[config.mk]
export PLATFORM = sky130hd
export DESIGN_NAME = pe_mac_cell
export DESIGN_NICKNAME = d
export VERILOG_FILES = /design/src/rtl/pe_pkg.sv /design/src/rtl/pe_datapath.sv /design/src/rtl/pe_control.sv /design/src/rtl/pe_mac_cell.sv
export SDC_FILE = /design/constraint.sdc
export NUM_CORES = 1
export LEC_CHECK = 0
export BUFFER_PORTS_ARGS = -buffer_cell sky130_fd_sc_hd__buf_2
export CAP_MARGIN = 10
export CORE_ASPECT_RATIO = 0.9
export CORE_MARGIN = 3
export CORE_UTILIZATION = 55
export DETAILED_ROUTE_END_ITERATION = 16
export HOLD_SLACK_MARGIN = 0.02
export PLACE_DENSITY = 0.75
export SLEW_MARGIN = 20
export SYNTH_ARGS = -nofsm -noshare
export SYNTH_HDL_FRONTEND = slang
export SYNTH_SLANG_ARGS = --single-unit
export TNS_END_PERCENT = 20
[constraint.sdc]
create_clock -name clk -period 6.7 [get_ports clk]
set_input_delay 1.005 -clock clk [delete_from_list [all_inputs] [get_ports clk]]
set_output_delay 1.005 -clock clk [all_outputs]
set_load 0.01 [all_outputs]
[src/rtl/pe_pkg.sv]
package pe_pkg;

  // Strobes from the step counter to the datapath.
  typedef struct packed {
    logic publish;   // count complete: latch result, restart accumulator
    logic countHit;  // mirrors publish for the datapath's result register enable
  } pe_strobe_t;

endpackage

[src/rtl/pe_datapath.sv]
module pe_datapath
  import pe_pkg::*;
#(
  parameter int DATA_W = 8,
  parameter int ACC_W  = 32
) (
  input  logic              clk,
  input  logic              rst,
  input  logic              inValid,
  input  logic [DATA_W-1:0] opA,
  input  logic [DATA_W-1:0] opB,
  input  pe_strobe_t        strb,
  output logic              stepDone,
  output logic [DATA_W-1:0] fwdA,
  output logic [DATA_W-1:0] fwdB,
  output logic [ACC_W-1:0]  result
);

  localparam int PROD_W = 2 * DATA_W;
  localparam int PAD_W  = ACC_W - PROD_W;

  logic [PROD_W-1:0] product;
  logic [ACC_W-1:0]  productExt;
  logic [ACC_W-1:0]  accBase;
  logic [ACC_W-1:0]  acc;
  logic [DATA_W-1:0] stageA;
  logic [DATA_W-1:0] stageB;

  assign product    = opA * opB;
  assign productExt = {{PAD_W{1'b0}}, product};
  assign accBase    = strb.publish ? '0 : acc;

  // Multiply-accumulate stage with step pulse.
  always_ff @(posedge clk) begin
    if (rst) begin
      acc      <= '0;
      stepDone <= 1'b0;
      stageA   <= '0;
      stageB   <= '0;
    end else begin
      stepDone <= inValid;
      if (inValid) begin
        acc    <= accBase + productExt;
        stageA <= opA;
        stageB <= opB;
      end else begin
        acc <= accBase;
      end
    end
  end

  // Operand forwarding, loaded only on completed steps.
  always_ff @(posedge clk) begin
    if (rst) begin
      fwdA <= '0;
      fwdB <= '0;
    end else if (stepDone) begin
      fwdA <= stageA;
      fwdB <= stageB;
    end
  end

  // Result register.
  always_ff @(posedge clk) begin
    if (rst) begin
      result <= '0;
    end else if (strb.countHit) begin
      result <= acc;
    end
  end

endmodule

[src/rtl/pe_control.sv]
module pe_control
  import pe_pkg::*;
#(
  parameter int STEP_COUNT = 7
) (
  input  logic       clk,
  input  logic       rst,
  input  logic       stepDone,
  output pe_strobe_t strb,
  output logic       resultValid
);

  localparam int CNT_W = $clog2(STEP_COUNT + 1);

  logic [CNT_W-1:0] stepCnt;
  logic [CNT_W-1:0] stepCntNext;
  logic             full;

  assign full        = (stepCnt == CNT_W'(STEP_COUNT));
  assign stepCntNext = (rst || full) ? '0 : stepCnt + CNT_W'(stepDone);

  always_ff @(posedge clk) begin
    stepCnt <= stepCntNext;
    if (rst) begin
      resultValid <= 1'b0;
    end else begin
      resultValid <= full;
    end
  end

  assign strb.publish  = full;
  assign strb.countHit = full;

endmodule

[src/rtl/pe_mac_cell.sv]
module pe_mac_cell
  import pe_pkg::*;
#(
  parameter int DATA_W     = 8,
  parameter int ACC_W      = 32,
  parameter int STEP_COUNT = 7
) (
  input  logic              clk,
  input  logic              rst,
  input  logic              inValid,
  input  logic [DATA_W-1:0] opA,
  input  logic [DATA_W-1:0] opB,
  output logic [DATA_W-1:0] fwdA,
  output logic [DATA_W-1:0] fwdB,
  output logic              stepDone,
  output logic              resultValid,
  output logic [ACC_W-1:0]  result
);

  pe_strobe_t strb;

  pe_control #(.STEP_COUNT(STEP_COUNT)) uCtrl (
    .clk         (clk),
    .rst         (rst),
    .stepDone    (stepDone),
    .strb        (strb),
    .resultValid (resultValid)
  );

  pe_datapath #(.DATA_W(DATA_W), .ACC_W(ACC_W)) uDp (
    .clk      (clk),
    .rst      (rst),
    .inValid  (inValid),
    .opA      (opA),
    .opB      (opB),
    .strb     (strb),
    .stepDone (stepDone),
    .fwdA     (fwdA),
    .fwdB     (fwdB),
    .result   (result)
  );

endmodule

# Word-level counts from Yosys, hierarchy flattened
# Index checks and enable logic that the tools add are counted.
[classes]
multipliers = 1
n_eq_ne = 1
muxes = 2
reduce_logical = 1
n_addsub = 2
[op_table]
columns = ["cell", "n"]
rows = [
  ["two-way mux 32 bit", 2],
  ["adder 32 x 16 -> 32 bit", 1],
  ["multiplier 8 x 8 -> 16 bit", 1],
  ["adder 3 x 1 -> 3 bit", 1],
  ["== test 3 bit, second input constant", 1],
  ["logical OR 1 bit", 1],
]
[totals]
output_inout_bits = 50
input_bits = 19
register_bits = 101
elab_cells = 16

# Depth between registers and ports, before layout
# Gate-level depths: netlist of the first run.
[depth]
ltp_word = 4
ltp_mapped = 20
mapped_depth_nobuf = 17

# Modules after synthesis
# Synthesis of the first run repeated with hierarchy kept, for this count alone.
[hier_totals]
cells_unflattened = 715
area_unflattened_um2 = 6537.5
[modules_own_cells]
columns = ["mod", "cells_per_inst", "seq_area_each_um2", "area_each_um2", "instances"]
rows = [
  ["pe_datapath", 698, 1941.9, 6358.6, 1],
  ["pe_control", 17, 80.1, 178.9, 1],
]

# Least setup slack after synthesis of the first run
# OpenSTA, ideal clock, no wires.
[synth_timing]
path_kind = "in2reg"
from = "in opB[1]"
to = "reg uDp.acc[17]"
path_buffers = 1
arrival_time_ps = 5037
required_time_ps = 6583
path_stages = 15
setup_ps = 117
setup_slack_ps = 1546
path_cell_list = "clkbuf_1 -> nand2_1 -> fa_1 -> inv_1 -> fa_1 -> fa_1 -> inv_1 -> fa_1 -> inv_1 -> ha_1 -> a21o_1 -> a221oi_4 -> o22ai_2 -> or3_1 -> a32o_1"
[synth_via]
elab_chain_cells = 3
[synth_lines]
columns = ["element", "line_no", "text"]
rows = [
  ["start: declaration", "pe_mac_cell.sv:12", "input logic [DATA_W-1:0] opB,"],
  ["multiplier 8 x 8 -> 16 bit", "pe_datapath.sv:29", "assign product = opA * opB;"],
  ["adder 32 x 16 -> 32 bit", "pe_datapath.sv:43", "acc <= accBase + productExt;"],
  ["two-way mux 32 bit", "pe_datapath.sv:42", "if (inValid) begin"],
  ["end signal: assignment", "pe_datapath.sv:43", ""],
  ["end signal: assignment", "pe_datapath.sv:47", "acc <= accBase;"],
  ["end: declaration", "pe_datapath.sv:25", "logic [ACC_W-1:0] acc;"],
]
# No other way between the ends.
# A chain may end at the register's enable or synchronous reset.

# Worst setup path in the final report of the first run
[layout_timing]
from = "in opA[0]"
to = "reg uDp.acc[19]"
[layout_via]
elab_chain_cells = 3
[layout_lines]
columns = ["element", "line_no", "text"]
rows = [
  ["start: declaration", "pe_mac_cell.sv:11", "input logic [DATA_W-1:0] opA,"],
  ["multiplier 8 x 8 -> 16 bit", "pe_datapath.sv:29", ""],
  ["adder 32 x 16 -> 32 bit", "pe_datapath.sv:43", ""],
  ["two-way mux 32 bit", "pe_datapath.sv:42", ""],
]
# No other way between the ends.

==> results of run 1 <==
-- per-stage QoR --
step / hold slack, ns / cells / util (%) / total power [mW]
floorplan: 0.427 / 735 / - / 1.69
global placement: 0.441 / 927 / 60.3 / 1.92
detailed placement: 0.444 / 927 / 60.3 / 1.94
CTS: 0.454 / 943 / 63.1 / 2.50
global route: 0.477 / 943 / 63.1 / 2.70
finish: 0.452 / 943 / 63.1 / 2.48
-- state kept, by name (all words and copies together) (netlist names) --
signal	flops
uDp.acc	32
uDp.fwdA	8
uCtrl.resultValid	1
uDp.stepDone	1
uDp.fwdB	8
uDp.result	32
uDp.stageB	8
uDp.stageA	8
uCtrl.stepCnt	3
-- synth_stat cells, drive strengths merged (2+ instances only) --
library cell    n
buf            15
nand2         108
and4            3
clkbuf         20
and3            6
a2111o          3
fa             50
a221oi          2
a211o           2
o22ai           2
dfxtp         101
o31ai           2
nand4           5
and2           57
a21o            7
o21ai           7
or4             2
xnor2          11
nand2b          2
a22o            6
nor2           60
mux2i          38
o311ai          3
o21a            3
a211oi          3
o211ai          5
nand3           9
xor2            6
ha             43
inv            81
a21oi          60
or3             2
-- kinds of logic after synthesis --
group	count (synthesis)	share of synthesized area, %
AOI/OAI and AO/OA	112	11.8
xor gates and xnor gates	17	2.29
adders and majority gates	93	23.6
buffers and inverters	116	6.94
DFF	101	31.1
muxes	39	6.02
and+or+nand+nor	257	18.3
-- cells in the final DEF, fill, tap and decap left out, drive strengths merged, types with 11 or more instances in the layout --
cell / count
ha: 43
dfxtp: 101
nor2: 60
mux2i: 38
nand2: 108
and2: 57
buf: 71
fa: 50
xnor2: 11
inv: 84
a21oi: 60
-- power breakdown --
part	leakage [nW]	total (mW)	internal [mW]	switching (mW)
sequential	0.821	0.664	0.641	0.0236
clock	0.156	0.543	0.306	0.237
combinational	2.46	1.28	0.530	0.746
-- worst min-delay path, stage by stage (launching register included) --
cell and delay, ns:
dfxtp_1 0.31, nand2_1 0.05, a21oi_1 0.05
-- worst max-delay path by stage --
stage,endpoint,slack (ns),cells past startpoint
global route,uDp.acc[21],1.16,16
global placement,uDp.acc[21],1.19,15
floorplan,uDp.acc[17],1.55,15
detailed placement,uDp.acc[19],1.04,16
finish,uDp.acc[19],1.39,16
CTS,uDp.acc[19],1.39,16
-- layer usage --
layer | vias up | GRT usage, %
met1 | 2505 | 30.1
met2 | 102 | 38.8
met4 | 0 | 5.91
met3 | 12 | 4.56
met5 | - | 0
li1 | 2490 | -
-- area by class of cell --
cell class                      instances  area [um^2]  share of cell area (%)
Tap cell                              156          195                    2.70
Timing Repair Buffer                   71          363                    5.01
Multi-Input combinational cell        518         4040                    55.8
Clock buffer                           10          239                    3.30
Sequential cell                       101         2020                    27.9
Inverter                               81          304                    4.20
Clock inverter                          6         76.3                    1.05
==> reports/qor.csv, run 1 <==
metric,value,unit
Post-Syn Area,0.00651,mm^2
critical path class,input port to register,
crit-path cells,buf_2 -> nand2_1 -> fa_1 -> fa_1 -> inv_1 -> fa_1 -> inv_1 -> fa_1 -> inv_1 -> ha_1 -> a21o_1 -> a221oi_4 -> o22ai_2 -> a21oi_2 -> o211ai_1 -> a21oi_2,
min Tclk post-route,5.31,ns
ys async rst share,0,%
Layout fillers,1015,
CORE AREA,0.0115,mm^2
crit-path max FO,14,
Post-DP Area,0.00692,mm^2
antenna violations before repair,0,
Slew @ Worst Pin,1.10,ns
Total Routed Length,14.1,mm
Root Buffer,clkbuf_16,
Die Y,109,um
DRC viols,0,
Syn Nets,847,
reg2reg end,uDp.acc[19],
"Req. time, crit path",6.98,ns
WHS Endpoint,uDp.result[0],
Worst setup SP type,input port,
"Data arrival, critical path",5.60,ns
endpoints failing setup,0,
design area,0.00724,mm^2
crit path from,opA[0],
vias in the first global route,4980,
Sink Count,101,
Top delay family on crit path,adder cells,
FF-to-FF setup slack,1.74,ns
fin crit share,79.3,%
Synth Warn #,0,
"Slew Viols, Final",0,
status,"complete, no violations",
clock slew at reported path FFs,0.07,ns
RSZ-0062 raised after global routing,false,
Buffers on Ports,68,
htree depth,3,
number of flops mapped to enable cells by yosys,0,
crit path buf inv count,4,
CP max-delay cell,a21oi_2,
CTS tree,built,
drt pass-1 iters,5,
pre-CTS WS,1.04,ns
Fmax,188,MHz
top-area cell type share of the netlist area,31.1,%
dpl hpwl,10.6,mm
GRT Total Usage,22.8,%
WL met3,535,um
FF-to-FF path depth,16,
First DRT Iteration DRCs,295,
top layer in use,met4,
Power Density,343,mW/mm^2
DR vias/cell,5.42,
grt total ovfl,0,
largest cells by area after synthesis,"dfxtp_1, fa_1, ha_1, nand2_1, mux2i_1",
HP Start,uDp.result[0],
cells after synthesis,735,
Area Growth Syn to Fin,11.2,%
Layout Skew,0.00684,ns
DRT met1 WL,6.45,mm
Detail Route Antenna Nets,0,
largest net degree at the start of global routing,90,
"Hold Vio Cnt, Final",0,
launch point of the worst reg-to-reg path,uCtrl.stepCnt[1],
setup bufs post-CTS,0,
worst min path class,register to register,
share of the yosys chip area belonging to registers,31.1,%
Initial Utilization,56.7,%
share of cells above drive strength 1,12.7,%
"Avg Cell Area, Syn",8.86,um^2
via count,5109,
metal2 WL,7.00,mm
first-pass GRT wire length,24.0,mm
die footprint,0.0132,mm^2
relative slew slack,26.6,%
post-synthesis cell type with the largest combined area,dfxtp_1,
Avg WL per Cell,15.0,um
num ports,69,
Clock Path Buffers,2,
CP Capture Type,register,
PostCTS Resize Cnt,0,
Final GP Congestion,0.907,
cell with the most instances on the worst path,fa_1,
WHS Path Cells,2,
num rows,37,
Leak Pwr,3.43,nW
Cell variety after synth,52,
Nets,894,
Most used DFF post-synth,dfxtp_1,
CTS Buf Count,9,
Worst VDD drop,0.284,mV
fin worst setup slack,1.39,ns
Clock Latency Late Sink,0.35,ns
die width,121,um
Antenna diodes,0,
crit-path max cell delay,0.55,ns
"Hold-fix buffers, CTS",0,
Yosys reg bits,101,
max-cap viol count,0,
Final TNS setup,0,ns
(Power assumes the default switching activity.)
==> inputs of run 2 (changes only) <==
Settings changed: ABC_AREA set to 1, CORE_UTILIZATION 55 to 54, PLACE_DENSITY 0.75 to 0.77.
Clock period 6.7 ns to 4.54 ns, I/O delays scaled along.
==> run 2 against run 1 <==
Sequential cell count unchanged; final area increased by 7.1%; area after synthesis rose by 6.0%; power grew 66%; die area up 7.6%; critical path depth is 2 higher; synthesized cell count increased by 35%; via count up 21%; register-to-register slack worse by 1.5 ns; hold slack got worse by 0.0051 ns; clock power up 46%.
==> reports/qor.csv, run 2 <==
metric,value,unit,change
status,"complete, no violations",,
die width,125,um,+3.7%
num rows,38,,+2.7%
Clock Path Buffers,2,,unchanged
Leak Pwr,4.49,nW,+31%
endpoints failing setup,0,,unchanged
Post-Syn Area,0.00690,mm^2,+6.0%
Worst VDD drop,0.343,mV,+21%
placed insts,1198,,+29%
min Tclk post-route,4.28,ns,
Yosys reg bits,101,,unchanged
"Avg Cell Area, Syn",6.98,um^2,-21%
via count,6191,,+21%
reg2reg end,uDp.acc[31],,
Die Y,113,um,+3.7%
Clk pwr share,19.1,%,-2.8 points
critical path class,input port to register,,
Cell variety after synth,27,,-48%
"Hold Vio Cnt, Final",0,,unchanged
dpl hpwl,12.4,mm,+18%
sw frac,44.2,%,+3.7 points
Root Buffer,clkbuf_16,,
Hold Slack,0.447,ns,-0.00508 ns
largest cells by area after synthesis,"dfxtp_1, nand2_1, fa_1, inv_1, ha_1",,
drt pass-1 iters,6,,+1
max-cap viol count,0,,unchanged
Slew @ Worst Pin,0.799,ns,-0.302 ns
WHS Endpoint,uDp.result[31],,
Syn Nets,1101,,+30%
CTS Buf Count,9,,unchanged
WHS Path Cells,2,,unchanged
die footprint,0.0142,mm^2,+7.6%
Final Core Density,63.2,%,+0.14 points
antenna violations before repair,0,,unchanged
register area,0.00202,mm^2,unchanged
htree depth,3,,unchanged
share of cells above drive strength 1,11.7,%,-1.0 points
vias in the first global route,6036,,+21%
Total Routed Length,16.6,mm,+17%
Detail Route Antenna Nets,0,,unchanged
HP Start,uDp.acc[31],,
WL met3,1.09,mm,+100%
relative slew slack,46.6,%,+20 points
Post-Layout Cell Count,1213,,+29%
Net Sw Power,1.83,mW,+82%
Layout Skew,0.0119,ns,+0.00507 ns
share of the yosys chip area belonging to registers,29.3,%,-1.8 points
area of the multi-input gates,0.00388,mm^2,-4.0%
Area Growth Syn to Fin,12.4,%,
most common library cells after synthesis,"nand2_1, inv_1, dfxtp_1",,
Buffers on Ports,68,,unchanged
Avg WL per Cell,13.7,um,-8.9%
clock slew at reported path FFs,0.07,ns,about the same
largest registers,"uDp.acc x32, uDp.result x32",,
grt total ovfl,0,,unchanged
crit-path max FO,9,,-5
Gate power share,56.6,%,+5.2 points
Sink Count,101,,unchanged
DR vias/cell,5.10,,-5.8%
largest net degree at the start of global routing,65,,-28%
top-count cell post-synth,nand2_1,,
Antenna diodes,0,,unchanged
Initial Utilization,56.3,%,-0.44 points
CTS tree,built,,
worst min path class,register to register,,
"commonest non-fill, non-tap cell in the layout",nand2_1,,
fin worst setup slack,0.264,ns,-1.12 ns
most frequent cells in the layout,"nand2_1, inv_1, dfxtp_1",,
CORE AREA,0.0123,mm^2,+6.8%
"Req. time, crit path",4.78,ns,-2.20 ns
Fmax,234,MHz,
Power Density,533,mW/mm^2,+55%
Final GP Congestion,0.907,,about the same
post-synthesis cell type with the largest combined area,dfxtp_1,,
cells after synthesis,989,,+35%
DRC viols,0,,unchanged
number of flops mapped to enable cells by yosys,0,,unchanged
FF-to-FF path depth,18,,+2
Layout fillers,1091,,+7.5%
Seq pwr share,24.3,%,-2.4 points
First DRT Iteration DRCs,557,,+89%
ys async rst share,0,%,unchanged
Clock Latency Late Sink,0.35,ns,about the same
setup bufs post-CTS,0,,unchanged
Nets,1161,,+30%
"Slew Viols, Final",0,,unchanged
Pint,2.30,mW,+56%
GRT Total Usage,24.5,%,+1.7 points
"Data arrival, critical path",4.52,ns,-1.08 ns
launch point of the worst reg-to-reg path,uCtrl.stepCnt[1],,
RSZ-0062 raised after global routing,true,,
Final Power,4.13,mW,+66%
pre-CTS WS,-0.0874,ns,-1.13 ns
CP Capture Type,register,,
Most used DFF post-synth,dfxtp_1,,
num ports,69,,unchanged
metal2 WL,7.50,mm,+7.2%
Worst setup SP type,input port,,
fin crit share,94.2,%,
top-area cell type share of the netlist area,29.3,%,-1.8 points
Synth Warn #,0,,unchanged
FF-to-FF setup slack,0.28,ns,-1.46 ns
top layer in use,met4,,
DRT met1 WL,7.60,mm,+18%
first-pass GRT wire length,28.5,mm,+19%
## run 2: cell families after synthesis
kind of cell    count (synthesis)  share of synthesized area, %
compound gates                111                          8.12
xor+xnor                        6                         0.762
fa+ha+maj                      93                          22.3
buf+inv                       262                          14.7
flops                         101                          29.3
simple gates                  416                          24.8
## run 2: metal layers
layer / track usage (%) / vias up
li1: - / 3090
met1: 33.3 / 2871
met2: 39.7 / 194
met3: 4.20 / 36
met4: 8.96 / 0
met5: 0 / -
## run 2: power by group through the flow
stage	combinational (mW)	clock (mW)	sequential [mW]
floorplan	1.66	0	1.01
global placement	2.19	0	1.02
detailed placement	2.23	0	1.02
CTS	2.28	0.796	1.00
global route	2.72	0.839	1.01
finish	2.34	0.791	1.00
## run 2: timing repair
action / 4_1_cts / 5_1_grt
hold buffers: 0 / 0
endpoints found under the setup margin: 0 / 8
gates resized for setup: 0 / 8
## run 2: stage by stage
step / instance area [um^2] / setup TNS, ns
6_report: 7750 / 0
4_1_cts: 7730 / 0
5_1_grt: 7750 / -0.00525
3_5_place_dp: 7430 / -0.862
3_3_place_gp: 7430 / -0.182
2_1_floorplan: 6900 / 0
## run 2: how the worst max path moves through the flow
stage                start           to  slack [ns]  depth (start not counted)
floorplan           opA[0]  uDp.acc[27]        0.14                         21
detailed placement  opB[7]  uDp.acc[30]       -0.09                         20
CTS                 opB[7]  uDp.acc[30]        0.28                         20
global placement    opA[3]  uDp.acc[21]       -0.06                         19
global route        opB[7]  uDp.acc[19]      -0.005                         20
finish              opB[7]  uDp.acc[25]        0.26                         18
## run 2: cell type report
cell class / count / share of cell area (%)
clock buffer: 11 / 3.13
clock inverter: 4 / 0.726
multi-input combinational: 626 / 50.0
tap: 160 / 2.58
sequential: 101 / 26.1
inverter: 218 / 10.6
timing repair buffer: 93 / 6.91
## run 2: critical path, cell delays in order
cell and delay [ns]:
clkbuf_4 0.17, nand2_1 0.07, inv_1 0.05, fa_1 0.51
fa_1 0.52, fa_1 0.55, inv_1 0.05, fa_1 0.52
inv_1 0.04, ha_1 0.35, nand2_1 0.14, inv_1 0.06
a21oi_1 0.21, nand3_1 0.17, nand2_1 0.11, nand2_2 0.10
a21oi_1 0.16, nor2_1 0.06
==> inputs of run 3 (changes only) <==
Settings changed: MAX_ROUTING_LAYER set to met4.
==> run 3 against run 2 <==
Register-to-register slack gained 0.04 ns; largest power group unchanged; sequential power is essentially flat; combinational power about the same; core utilization up 0.27 points; sequential cell count did not move; highest routed layer unchanged; final cell count rose by 0.16%; clock-buffer cell count down 1; first-iteration DRC count down 4.7%.
==> reports/qor.csv, run 3 (synthesis gave the netlist of run 2 again) <==
metric,value,unit,change
CP Capture Type,register,,
Die Y,113,um,unchanged
CTS tree,built,,
"commonest non-fill, non-tap cell in the layout",nand2_1,,
Power Density,535,mW/mm^2,+0.32%
Total Routed Length,16.1,mm,-2.6%
fin crit share,94.5,%,+0.36 points
Clock Path Buffers,2,,unchanged
Post-Layout Cell Count,1215,,+0.16%
grt total ovfl,0,,unchanged
RSZ-0062 raised after global routing,false,,
Clock Latency Late Sink,0.35,ns,about the same
dpl hpwl,12.4,mm,-0.34%
placed insts,1199,,+0.083%
DR vias/cell,5.04,,-1.3%
Layout fillers,1071,,-1.8%
"Req. time, crit path",4.78,ns,about the same
min Tclk post-route,4.29,ns,+0.0163 ns
drt pass-1 iters,6,,unchanged
Antenna diodes,0,,unchanged
Sink Count,101,,unchanged
htree depth,3,,unchanged
num rows,38,,unchanged
Final GP Congestion,0.919,,+1.3%
share of cells above drive strength 1,11.7,%,-0.022 points
DRC viols,0,,unchanged
max-cap viol count,0,,unchanged
Nets,1162,,+0.086%
critical path class,input port to register,,
Leak Pwr,4.50,nW,+0.17%
Buffers on Ports,68,,unchanged
"Data arrival, critical path",4.54,ns,+0.02 ns
largest registers,"uDp.acc x32, uDp.result x32",,
GRT Total Usage,24.3,%,-0.20 points
clock slew at reported path FFs,0.07,ns,about the same
status,"complete, no violations",,
die width,125,um,unchanged
largest net degree at the start of global routing,65,,unchanged
Avg WL per Cell,13.3,um,-2.8%
Root Buffer,clkbuf_16,,
Area Growth Syn to Fin,12.8,%,
via count,6119,,-1.2%
relative slew slack,49.6,%,+3.0 points
die footprint,0.0142,mm^2,unchanged
Initial Utilization,56.3,%,unchanged
"Slew Viols, Final",0,,unchanged
FF-to-FF path depth,19,,+1
first-pass GRT wire length,27.9,mm,-2.3%
worst min path class,register to register,,
endpoints failing setup,0,,unchanged
"Hold-fix buffers, CTS",0,,unchanged
num ports,69,,unchanged
Slew @ Worst Pin,0.754,ns,-0.0443 ns
crit path from,opA[6],,
Worst VDD drop,0.365,mV,+6.4%
launch point of the worst reg-to-reg path,uCtrl.stepCnt[1],,
WHS Path Cells,2,,unchanged
First DRT Iteration DRCs,531,,-4.7%
CORE AREA,0.0123,mm^2,unchanged
antenna violations before repair,0,,unchanged
HP Start,uDp.acc[12],,
most frequent cells in the layout,"nand2_1, inv_1, dfxtp_1",,
Hold Slack,0.449,ns,+0.00131 ns
Detail Route Antenna Nets,0,,unchanged
Final Power,4.16,mW,+0.74%
Fmax,233,MHz,-0.38%
Final TNS setup,0,ns,unchanged
"Hold Vio Cnt, Final",0,,unchanged
Worst setup SP type,input port,,
Layout Skew,0.0123,ns,+0.000367 ns
vias in the first global route,5948,,-1.5%
CTS Buf Count,9,,unchanged
crit-path max FO,9,,unchanged
## run 3: changes by cell type in the layout (fill, tap and decap cells not counted), moves of 2 or more
cell	change
nand2_2	-2
inv_8	+2
nand2_1	+2
nand3_2	-2
## run 3: timing repair
item	4_1_cts	5_1_grt
setup endpoints to repair	0	9
resized for setup	0	6
buffers inserted	0	0
## run 3: where the power goes
group          total [mW]  internal [mW]  switching [mW]
combinational        2.34          0.922            1.42
clock               0.824          0.454           0.370
sequential           1.00          0.959          0.0429
total                4.16           2.34            1.83
## run 3: per-stage QoR
stage          setup WS [ns]  area [um^2]  util [%]
2_1_floorplan          0.139         6900         -
3_3_place_gp         -0.0778         7440      60.6
3_5_place_dp         -0.0874         7440      60.6
4_1_cts                0.274         7760      63.2
5_1_grt              0.00516         7790      63.5
6_report               0.247         7790      63.5
## run 3: path summary, 6_finish.rpt
check | end | slack (ns)
worst min-delay path | uDp.result[12] | 0.45
worst max-delay path | uDp.acc[16] | 0.25
worst min register to register | uDp.result[12] | 0.45
worst max register to register | uDp.acc[27] | 0.32
## run 3: critical path, cell delays in order
cell and delay (ns):
buf_2 0.21, nand2_1 0.07, inv_1 0.07, fa_1 0.43, fa_1 0.52, fa_1 0.55
inv_1 0.06, fa_1 0.53, inv_1 0.04, ha_1 0.33, nand2_1 0.17, inv_1 0.06
nand2_1 0.07, nand2_1 0.06, a21oi_1 0.20, nand2_1 0.14, nand2_1 0.08, nand2_1 0.04
o21ai_0 0.16, inv_1 0.05
## run 3: cell type report
| cell class | count | area (um^2) | area share (%) |
|---|---|---|---|
| sequential | 101 | 2020 | 26.0 |
| clock buffer | 10 | 239 | 3.07 |
| inverter | 218 | 818 | 10.5 |
| timing repair buffer | 94 | 543 | 6.97 |
| multi-input combinational | 626 | 3890 | 49.9 |
| tap | 160 | 200 | 2.57 |
| clock inverter | 6 | 77.6 | 0.996 |
## run 3: routing by layer
| layer | wire length [um] | track usage, % | share of wire, % | up-vias |
|---|---|---|---|---|
| met3 | 865 | 3.11 | 5.4 | 22 |
| met5 | 0 | - | 0 | - |
| met4 | 231 | 6.36 | 1.4 | 0 |
| met1 | 7800 | 33.9 | 48 | 2825 |
| met2 | 7230 | 37.8 | 45 | 181 |
| li1 | - | - | - | 3091 |
